**src/rtl/vec_fdiv.sv**
```systemverilog
module vec_fdiv #(
  parameter int LANES = 8
) (
  input  logic                  clk,
  input  logic                  rst_n,
  input  logic                  start,
  input  logic [1:0]            mode,
  input  logic [LANES*32-1:0]   src_a,
  input  logic [LANES*32-1:0]   src_b,
  input  logic [LANES*16-1:0]   dst_hi,
  output logic                  busy,
  output logic                  done,
  output logic [LANES*32-1:0]   result,
  output logic [5:0]            flags
);
  localparam int VW   = LANES * 32;
  localparam int HALF = VW / 2;
  localparam int LIX  = $clog2(LANES);
  localparam int QW   = 26;
  localparam int F_INV = 0, F_DN = 1, F_DZ = 2, F_OVF = 3, F_UNF = 4, F_INX = 5;
  localparam logic [31:0] QNAN = 32'h7FC0_0000;

  typedef enum logic [2:0] {S_IDLE, S_LOAD, S_DIV, S_RND, S_DONE} st_t;
  st_t st;

  logic [VW-1:0]  opa, opb;
  logic [1:0]     md;
  logic [LIX-1:0] lane;
  logic [QW-1:0]  r, q;
  logic [23:0]    dv;
  logic signed [10:0] ex;
  logic           sg;
  logic [4:0]     cnt;

  function automatic logic [4:0] lzc(input logic [23:0] m);
    lzc = 5'd0;
    for (int i = 0; i < 24; i++)
      if (m[i]) lzc = 5'(23 - i);
  endfunction

  logic [31:0] la, lb;
  assign la = opa[lane*32 +: 32];
  assign lb = opb[lane*32 +: 32];

  logic [7:0]  a_e, b_e;
  logic [22:0] a_f, b_f;
  assign a_e = la[30:23];
  assign b_e = lb[30:23];
  assign a_f = la[22:0];
  assign b_f = lb[22:0];

  logic a_nan, b_nan, a_snan, b_snan, a_inf, b_inf, a_zero, b_zero, a_sub, b_sub, rs;
  assign a_nan  = (&a_e) && (|a_f);
  assign b_nan  = (&b_e) && (|b_f);
  assign a_snan = a_nan && !a_f[22];
  assign b_snan = b_nan && !b_f[22];
  assign a_inf  = (&a_e) && !(|a_f);
  assign b_inf  = (&b_e) && !(|b_f);
  assign a_zero = (a_e == 8'd0) && !(|a_f);
  assign b_zero = (b_e == 8'd0) && !(|b_f);
  assign a_sub  = (a_e == 8'd0) && (|a_f);
  assign b_sub  = (b_e == 8'd0) && (|b_f);
  assign rs     = la[31] ^ lb[31];

  logic [23:0] a_raw, b_raw, a_m, b_m;
  logic [4:0]  a_lz, b_lz;
  logic signed [10:0] a_x, b_x;
  assign a_raw = {|a_e, a_f};
  assign b_raw = {|b_e, b_f};
  assign a_lz  = lzc(a_raw);
  assign b_lz  = lzc(b_raw);
  assign a_m   = a_raw << a_lz;
  assign b_m   = b_raw << b_lz;
  assign a_x   = (a_e == 8'd0 ? 11'sd1 : $signed({3'b000, a_e})) - $signed({6'b0, a_lz});
  assign b_x   = (b_e == 8'd0 ? 11'sd1 : $signed({3'b000, b_e})) - $signed({6'b0, b_lz});

  logic        sp_hit;
  logic [31:0] sp_val;
  logic [5:0]  sp_fl;
  always_comb begin
    sp_hit = 1'b1;
    sp_val = '0;
    sp_fl  = '0;
    if (a_snan || b_snan || (a_zero && b_zero) || (a_inf && b_inf)) begin
      sp_val = QNAN;
      sp_fl[F_INV] = 1'b1;
    end else if (a_nan) sp_val = la;
    else if (b_nan) sp_val = lb;
    else if (a_inf) sp_val = {rs, 8'hFF, 23'b0};
    else if (b_zero) begin
      sp_val = {rs, 8'hFF, 23'b0};
      sp_fl[F_DZ] = 1'b1;
    end else if (a_zero || b_inf) sp_val = {rs, 31'b0};
    else sp_hit = 1'b0;
    if (!(a_nan || b_nan) && (a_sub || b_sub)) sp_fl[F_DN] = 1'b1;
  end

  logic          a_ge;
  assign a_ge = a_m >= b_m;

  logic          d_ge;
  logic [QW-1:0] d_rem;
  assign d_ge  = r >= {2'b00, dv};
  assign d_rem = d_ge ? r - {2'b00, dv} : r;

  logic signed [10:0] dsh, ef;
  logic [5:0]   sh;
  logic [QW-1:0] qs;
  logic [23:0]  m24;
  logic [24:0]  mr;
  logic         tiny, lost, g, stk, rup, inx, ovf;
  logic [31:0]  rn_val;
  logic [5:0]   rn_fl;
  always_comb begin
    tiny = ex < 11'sd1;
    dsh  = 11'sd1 - ex;
    sh   = !tiny ? 6'd0 : (dsh > 11'sd31 ? 6'd31 : dsh[5:0]);
    qs   = q >> sh;
    lost = ((qs << sh) != q) || (r != '0);
    m24  = qs[25:2];
    g    = qs[1];
    stk  = qs[0] | lost;
    rup  = g & (stk | m24[0]);
    mr   = {1'b0, m24} + {24'b0, rup};
    inx  = g | stk;
    ef   = tiny ? $signed({10'b0, mr[23]}) : ex + $signed({10'b0, mr[24]});
    ovf  = ef >= 11'sd255;
    rn_val = ovf ? {sg, 8'hFF, 23'b0} : {sg, ef[7:0], mr[22:0]};
    rn_fl  = '0;
    rn_fl[F_OVF] = ovf;
    rn_fl[F_UNF] = tiny & inx;
    rn_fl[F_INX] = inx | ovf;
  end

  logic is_last;
  assign is_last = lane == (md[1] ? LIX'(LANES - 1) : LIX'(LANES / 2 - 1));

  always_ff @(posedge clk or negedge rst_n) begin
    if (!rst_n) begin
      st <= S_IDLE;
      opa <= '0;
      opb <= '0;
      md <= '0;
      lane <= '0;
      result <= '0;
      flags <= '0;
      r <= '0;
      q <= '0;
      dv <= '0;
      ex <= '0;
      sg <= 1'b0;
      cnt <= '0;
    end else begin
      case (st)
        S_IDLE, S_DONE: begin
          if (start) begin
            opa <= src_a;
            opb <= src_b;
            md <= mode;
            lane <= '0;
            flags <= '0;
            result <= (mode == 2'b00) ? {dst_hi, {HALF{1'b0}}} : '0;
            st <= S_LOAD;
          end else st <= S_IDLE;
        end
        S_LOAD: begin
          flags <= flags | sp_fl;
          if (sp_hit) begin
            result[lane*32 +: 32] <= sp_val;
            if (is_last) st <= S_DONE;
            else begin
              lane <= lane + 1'b1;
              st <= S_LOAD;
            end
          end else begin
            r  <= a_ge ? {2'b00, a_m} : {1'b0, a_m, 1'b0};
            dv <= b_m;
            ex <= a_x - b_x + 11'sd127 - (a_ge ? 11'sd0 : 11'sd1);
            sg <= rs;
            q  <= '0;
            cnt <= '0;
            st <= S_DIV;
          end
        end
        S_DIV: begin
          r   <= {d_rem[QW-2:0], 1'b0};
          q   <= {q[QW-2:0], d_ge};
          cnt <= cnt + 5'd1;
          if (cnt == 5'(QW - 1)) st <= S_RND;
        end
        S_RND: begin
          result[lane*32 +: 32] <= rn_val;
          flags <= flags | rn_fl;
          if (is_last) st <= S_DONE;
          else begin
            lane <= lane + 1'b1;
            st <= S_LOAD;
          end
        end
        default: st <= S_IDLE;
      endcase
    end
  end

  assign busy = (st == S_LOAD) || (st == S_DIV) || (st == S_RND);
  assign done = st == S_DONE;

  AST_REM_BOUND: assert property (@(posedge clk) disable iff (!rst_n)
    (st == S_DIV) |-> (r < {1'b0, dv, 1'b0})) else $error("remainder out of range");
  AST_QUOT_NORM: assert property (@(posedge clk) disable iff (!rst_n)
    (st == S_RND) |-> q[QW-1]) else $error("quotient not normalized");
  AST_MERGE_HOLD: assert property (@(posedge clk) disable iff (!rst_n)
    (busy && md == 2'b00) |=> $stable(result[VW-1:HALF])) else $error("upper half moved");
  AST_ZERO_UPPER: assert property (@(posedge clk) disable iff (!rst_n)
    (done && md == 2'b01) |-> (result[VW-1:HALF] == '0)) else $error("upper half not zero");
  AST_FLAGS_FRESH: assert property (@(posedge clk) disable iff (!rst_n)
    $rose(busy) |-> (flags == '0)) else $error("flags not cleared");
  AST_DONE_PULSE: assert property (@(posedge clk) disable iff (!rst_n)
    done |=> !done) else $error("done longer than one cycle");
endmodule

```
**config.mk**
```make
export PLATFORM = sky130hd
export DESIGN_NAME = vec_fdiv
export DESIGN_NICKNAME = d
export VERILOG_FILES = /design/src/rtl/vec_fdiv.sv
export SDC_FILE = /design/constraint.sdc
export NUM_CORES = 2
export LEC_CHECK = 0
export BUFFER_PORTS_ARGS = -buffer_cell sky130_fd_sc_hd__buf_4
export CAP_MARGIN = 10
export CORE_AREA = 2 2 354 356
export DETAILED_ROUTE_END_ITERATION = 6
export DIE_AREA = 0 0 356 358
export GPL_TIMING_DRIVEN = 0
export PLACE_DENSITY = 0.67
export REMOVE_ABC_BUFFERS = 1
export SKIP_CTS_REPAIR_TIMING = 1
export SLEW_MARGIN = 0
export SYNTH_ARGS = -nofsm -noshare
export SYNTH_HDL_FRONTEND = slang
export SYNTH_SLANG_ARGS = --single-unit
```
**constraint.sdc**
```tcl
create_clock -name clk -period 21.5 [get_ports clk]
set_input_delay 1.075 -clock clk [delete_from_list [all_inputs] [get_ports clk]]
set_output_delay 1.075 -clock clk [all_outputs]
set_load 0.1 [all_outputs]
```
---- Word-level counts from Yosys, hierarchy flattened ----
Index checks and enable logic that the tools add are counted.
Widths: inputs -> output; s select.
word-level totals
  flip-flop bits (word level) ............. 875
operators by class
  add/sub/neg operators ................... 12
  order comparisons ....................... 5
  equality and inequality tests ........... 11
  shift-type cells ........................ 9
  mux-type cells .......................... 100
  bitwise logic cells ..................... 10
  reduce and logical (&&, ||, !) cells .... 46
operators by type and width
  kind                       number
  $mux 256                   3
  $pmux 256 s3               1
  $bwmux 256                 2
  $shiftx 256x9->32          2
  $shiftx 32x34->256         2
  $shift 32x34->256 const A  1
  $mux 5                     49
  $mux 32                    6
  $pmux 26 s2                2
  $mux 26                    2
  $mux 25                    2
  $shl 24x5->24              2
  $reduce_or 23->1           2
  $neg 8->34                 1
  $mux 31                    1
  $ge 26x24->1               1
  $ne 26x26->1               1
  $reduce_bool 26->1         1
  $shl 26x6->26              1
  $shr 26x6->26              1
  $add 24x1->25              1
  $sub 25x24->25             1
  $ge 24x24->1               1
  $mux 3                     7
  other kinds (44)           100

---- Logic depth before layout (Yosys ltp) ----
  word-level depth ........................ 30
  mapped depth ............................ 52

---- Least setup slack after synthesis ----
OpenSTA, ideal clock, no wires.
  path type ............................... reg2reg
  start ................................... register lane[0]
  end ..................................... register ex[9]
  data arrival time ....................... 9.161 ns
  required time ........................... 21.365 ns
  setup slack ............................. 12.204 ns
  cell stages (with the launch flop) ...... 49
  buffers on the path ..................... 8
  cell sequence ........................... dfrtp_1 -> buf_6 -> buf_6 -> buf_6 -> buf_6 -> buf_6 -> buf_6 -> buf_2 -> mux4_2 -> mux2i_1 -> nand3_1 -> nor3_2 -> nand3_1 -> nor2_2 -> nand2_1 -> o21ai_2 -> mux2_2 -> mux2_2 -> [13 not listed] -> o21ai_0 -> nand2_1 -> a21oi_1 -> inv_2 -> buf_1 -> ha_1 -> inv_1 -> ha_1 -> ha_1 -> fa_1 -> a21o_1 -> a21o_1 -> a21o_1 -> a21oi_1 -> o21bai_1 -> a21oi_1 -> xnor2_1 -> a21oi_1
on the way
  cells in the longest elaborated chain, start to end .. 29
  elaborated cells between the ends (all ways) .. 95
  classes of those cells .................. 5 x add/sub; 1 x order compare; 4 x shift; 57 x mux; 1 x bitwise; 27 x reduce/logical
ends and longest elaborated chain
  what                                                 RTL line  RTL
  from (decl)                                          28        logic [LIX-1:0] lane;
  from (signal assigned)                               172       lane <= lane + 1'b1;
  from (signal assigned)                               196       lane <= lane + 1'b1;
  $shiftx 256x9->32 (on tied branches)                 42, 43
  $mux 5 (24 in a row)                                 38        if (m[i]) lzc = 5'(23 - i);
  $sub 8x5->9, or another cell as far along            74        assign a_x = (a_e == 8'd0 ? 11'sd1 : $signed({3'b000, a_e})) - $signed({6'b0, a_lz});
  $sub 9x9->10 / $ge 24x24->1 (equally long branches)  178, 99
  $add 10x8->11 / $mux 1 (equally long branches)       178       ex <= a_x - b_x + 11'sd127 - (a_ge ? 11'sd0 : 11'sd1);
  $sub 11x2->11                                        178
  to (signal assigned)                                 178
  to (decl)                                            31        logic signed [10:0] ex;
Parallel ways exist; a longest one is shown, timed or not.
A chain may end at the register's enable or synchronous reset.

---- Worst setup path in the final report ----
Same ends and word-level chain as after synthesis.

==> flow_summary.yaml <==
clock_network:
  cts_tree: "built"
  cts.sinks: 874
  clock_latency_ns: 0.72
  numCtsBuffers: 98
  htree_levels: 3
  root_buffer: "clkbuf_16"
  cts.path.max_buffers: 3
  path_clk_slew_ns: 0.06
sta:
  worstMarginPinSlew_ns: 1.37
  setup_viol: 0
  hold_viol: 0
  rsz0062_at_grt: "false"
  whs_ns: 0.363
  drv_slew: 0
  totalNegativeSetupSlack_ns: 0
  relSlewSlack: 0.0777
  finClkSkew_ns: 0.0598
  post-route-period-util: 0.556
  period_minus_slack_ns: 11.94
  fmax_mhz: 83.7
grt:
  grt_pass1_vias: 51640
  grt_first_pass_wirelength_um: 340000
  grtUsageMet3: 0.112
  grt_use_met1: 0.441
  grt-ovfl-total: 0
  grtUsageTotal: 0.355
  top_usage_layer: "met2"
  met2_usage: 0.544
  grt_max_degree: 120
  grt_antenna_before_repair: 34
worst_setup_path:
  cp_slowest_cell: "dfrtp_4"
  critPathBufInv: 4
  worstPathRequired_ns: 22.00
  cp_common_cell: "a21o_1"
  worst-path-max-fanout: 36
  crit_arrival_ns: 12.45
  max_stage_delay_ns: 0.90
  end_kind: "flip-flop"
  start_kind: "flip-flop"
  crit_type: "flip-flop to flip-flop"
  path_delay_family: "compound AO/OA/AOI/OAI gates"
synth:
  netlist_top_cells_area: "dfrtp_1 (41%), nand2_1 (16%), mux4_2 (5.4%), a21oi_1 (3.4%), o21ai_0 (3.3%)"
  synth_top_area_cell: "dfrtp_1"
  ys_seq_elements: 874
  synth_xor_area_frac: 0.0108
  netlist_instances: 6526
  synth_area_um2: 53500
  yosys.area_share.simple: 0.236
  synth_top_family_by_area: "simple AND/OR/NAND/NOR gates"
  synth_edf_count: 0
  synth_common_cells: "nand2_1 (2215), dfrtp_1 (874), nor2_1 (459), clkbuf_1 (364), a21oi_1 (362)"
  yosysSeqAreaShare: 0.409
  ys_warn_count: 0
  ys.flop_type: "dfrtp_1"
  synth_compound_area_frac: 0.178
  yosysMostFrequentCell: "nand2_1"
  synthAdderAreaFrac: 0.0229
  synth.distinct_cells: 103
  synth_top_cell_area_share: 0.409
  synth-async-reset-ratio: 1.00
  synthMuxAreaShare: 0.100
  postSynthAreaPerCell_um2: 8.20
routing:
  vias: 54103
  drcViolationCount: 2
  via_per_inst: 6.07
  antenna_left: 0
  drt_iter0_drc: 6826
  totalWireLength_um: 233000
  post_drt_wl_per_cell_um: 26.2
  drt_pre_antenna_iters: 7
pwr:
  leakage_nw: 31.6
  seqPwrFrac: 0.226
  p_int_mw: 5.85
  power_frac_clock: 0.134
  pwr-share-comb: 0.640
  cellPowerDensity_nw_per_um2: 191
  swShare: 0.536
  switchingPower_mw: 6.77
  peakVddDrop_mv: 0.218
layout:
  multi_input_area_um2: 29600
  design_area_um2: 66000
  stdcell_count: 8916
  areaGrowthSynthToFinish_pct: 23.3
  regArea_um2: 21900
  utilization: 0.535
  nFillCells: 11597
  layout.nets: 7918
  layout-drive-gt1-share: 0.202
floorplanning:
  start_util: 0.434
  die_w_um: 356
  coreArea_um2: 123000
  rows: 129
  dieHeight_um: 358
  io_pins: 909
  die_area_um2: 127000
place:
  numPortBuffers: 908
  dpl_cell_area_um2: 62700
  dp_hpwl_um: 174000
  dp.cells: 8710
  routabilityCongestion: 0.985
run:
  drv_cap: 0
status:
  status: "complete, but fails checks"
  violations: "DRC"
min_path:
  hp-class: "input pin to async pin"
## area by class of cell
cell class | instances | share of cell area
antenna | 24 | 0.000910
timing repair buffer | 1020 | 0.134
clock inverter | 31 | 0.00480
sequential | 874 | 0.331
tap | 1637 | 0.0310
inverter | 99 | 0.00571
multi-input combinational | 5085 | 0.448
clock buffer | 146 | 0.0437
## state kept, by name (all words and copies together) (netlist names)
register / flops
md: 1
result: 256
opa: 256
st: 3
lane: 3
sg: 1
cnt: 5
dv: 24
ex: 11
q: 26
r: 26
flags: 6
opb: 256
## metal layers
layer,share of wire,up-vias
li1,-,24106
met1,0.37,26205
met2,0.45,3070
met3,0.11,704
met4,0.066,18
met5,0.00050,-
## cell families (layout without fill, tap and decap cells)
kind of cell | count (synthesis) | after routing
AOI/OAI and AO/OA | 1447 | 1447
other | 1 | 25
buffers and inverters | 567 | 1296
and+or+nand+nor | 3109 | 3109
muxes | 367 | 367
xor gates and xnor gates | 66 | 66
adders and majority gates | 95 | 95
DFF | 874 | 874
## through the flow
stage / power, mW / worst slack (ns)
CTS: 12.4 / 9.57
finish: 12.6 / 9.56
global placement: 11.0 / -36.42
floorplan: 8.33 / -5.36
detailed placement: 10.7 / 9.63
global route: 13.3 / 8.58
## worst paths after layout
kind / endpoint / start / depth (start not counted) / slack (ns)
setup / recovery: ex[9] / lane[0] / 41 / 9.56
hold / removal: result[150] / rst_n / 1 / 0.36
setup reg to reg: ex[9] / lane[0] / 41 / 9.56
hold reg to reg: dv[23] / dv[23] / 2 / 0.45
max in group asynchronous: opa[214] / rst_n / 5 / 18.55
min in group clk: dv[23] / dv[23] / 2 / 0.45
## cell usage in the layout, fill, tap and decap left out, drive strengths merged, types with 30 or more instances in the layout
cell / Yosys / layout
o31ai: 60 / 60
nor3: 101 / 101
a221oi: 55 / 55
o221ai: 39 / 39
a22oi: 53 / 53
a21o: 41 / 41
a222oi: 32 / 32
o21a: 36 / 36
mux2: 60 / 60
ha: 90 / 90
buf: 104 / 1018
mux4: 128 / 128
mux2i: 179 / 179
a211oi: 32 / 32
nor2: 460 / 460
and2: 35 / 35
nand3: 105 / 105
dfrtp: 874 / 874
a21oi: 363 / 363
inv: 98 / 102
o211ai: 34 / 34
nor2b: 31 / 31
xor2: 30 / 30
xnor2: 36 / 36
clkbuf: 364 / 148
a31oi: 42 / 42
o22ai: 44 / 44
o21ai: 384 / 384
nand2: 2217 / 2217
## power by group through the flow
stage | logic (mW) | clock network [mW] | registers [mW]
6_report | 8.08 | 1.69 | 2.85
5_1_grt | 8.59 | 1.78 | 2.93
4_1_cts | 7.89 | 1.71 | 2.84
3_5_place_dp | 7.86 | 0 | 2.86
3_3_place_gp | 8.14 | 0 | 2.90
2_1_floorplan | 4.54 | 0 | 3.79
Power figures use the tool's default switching activity.
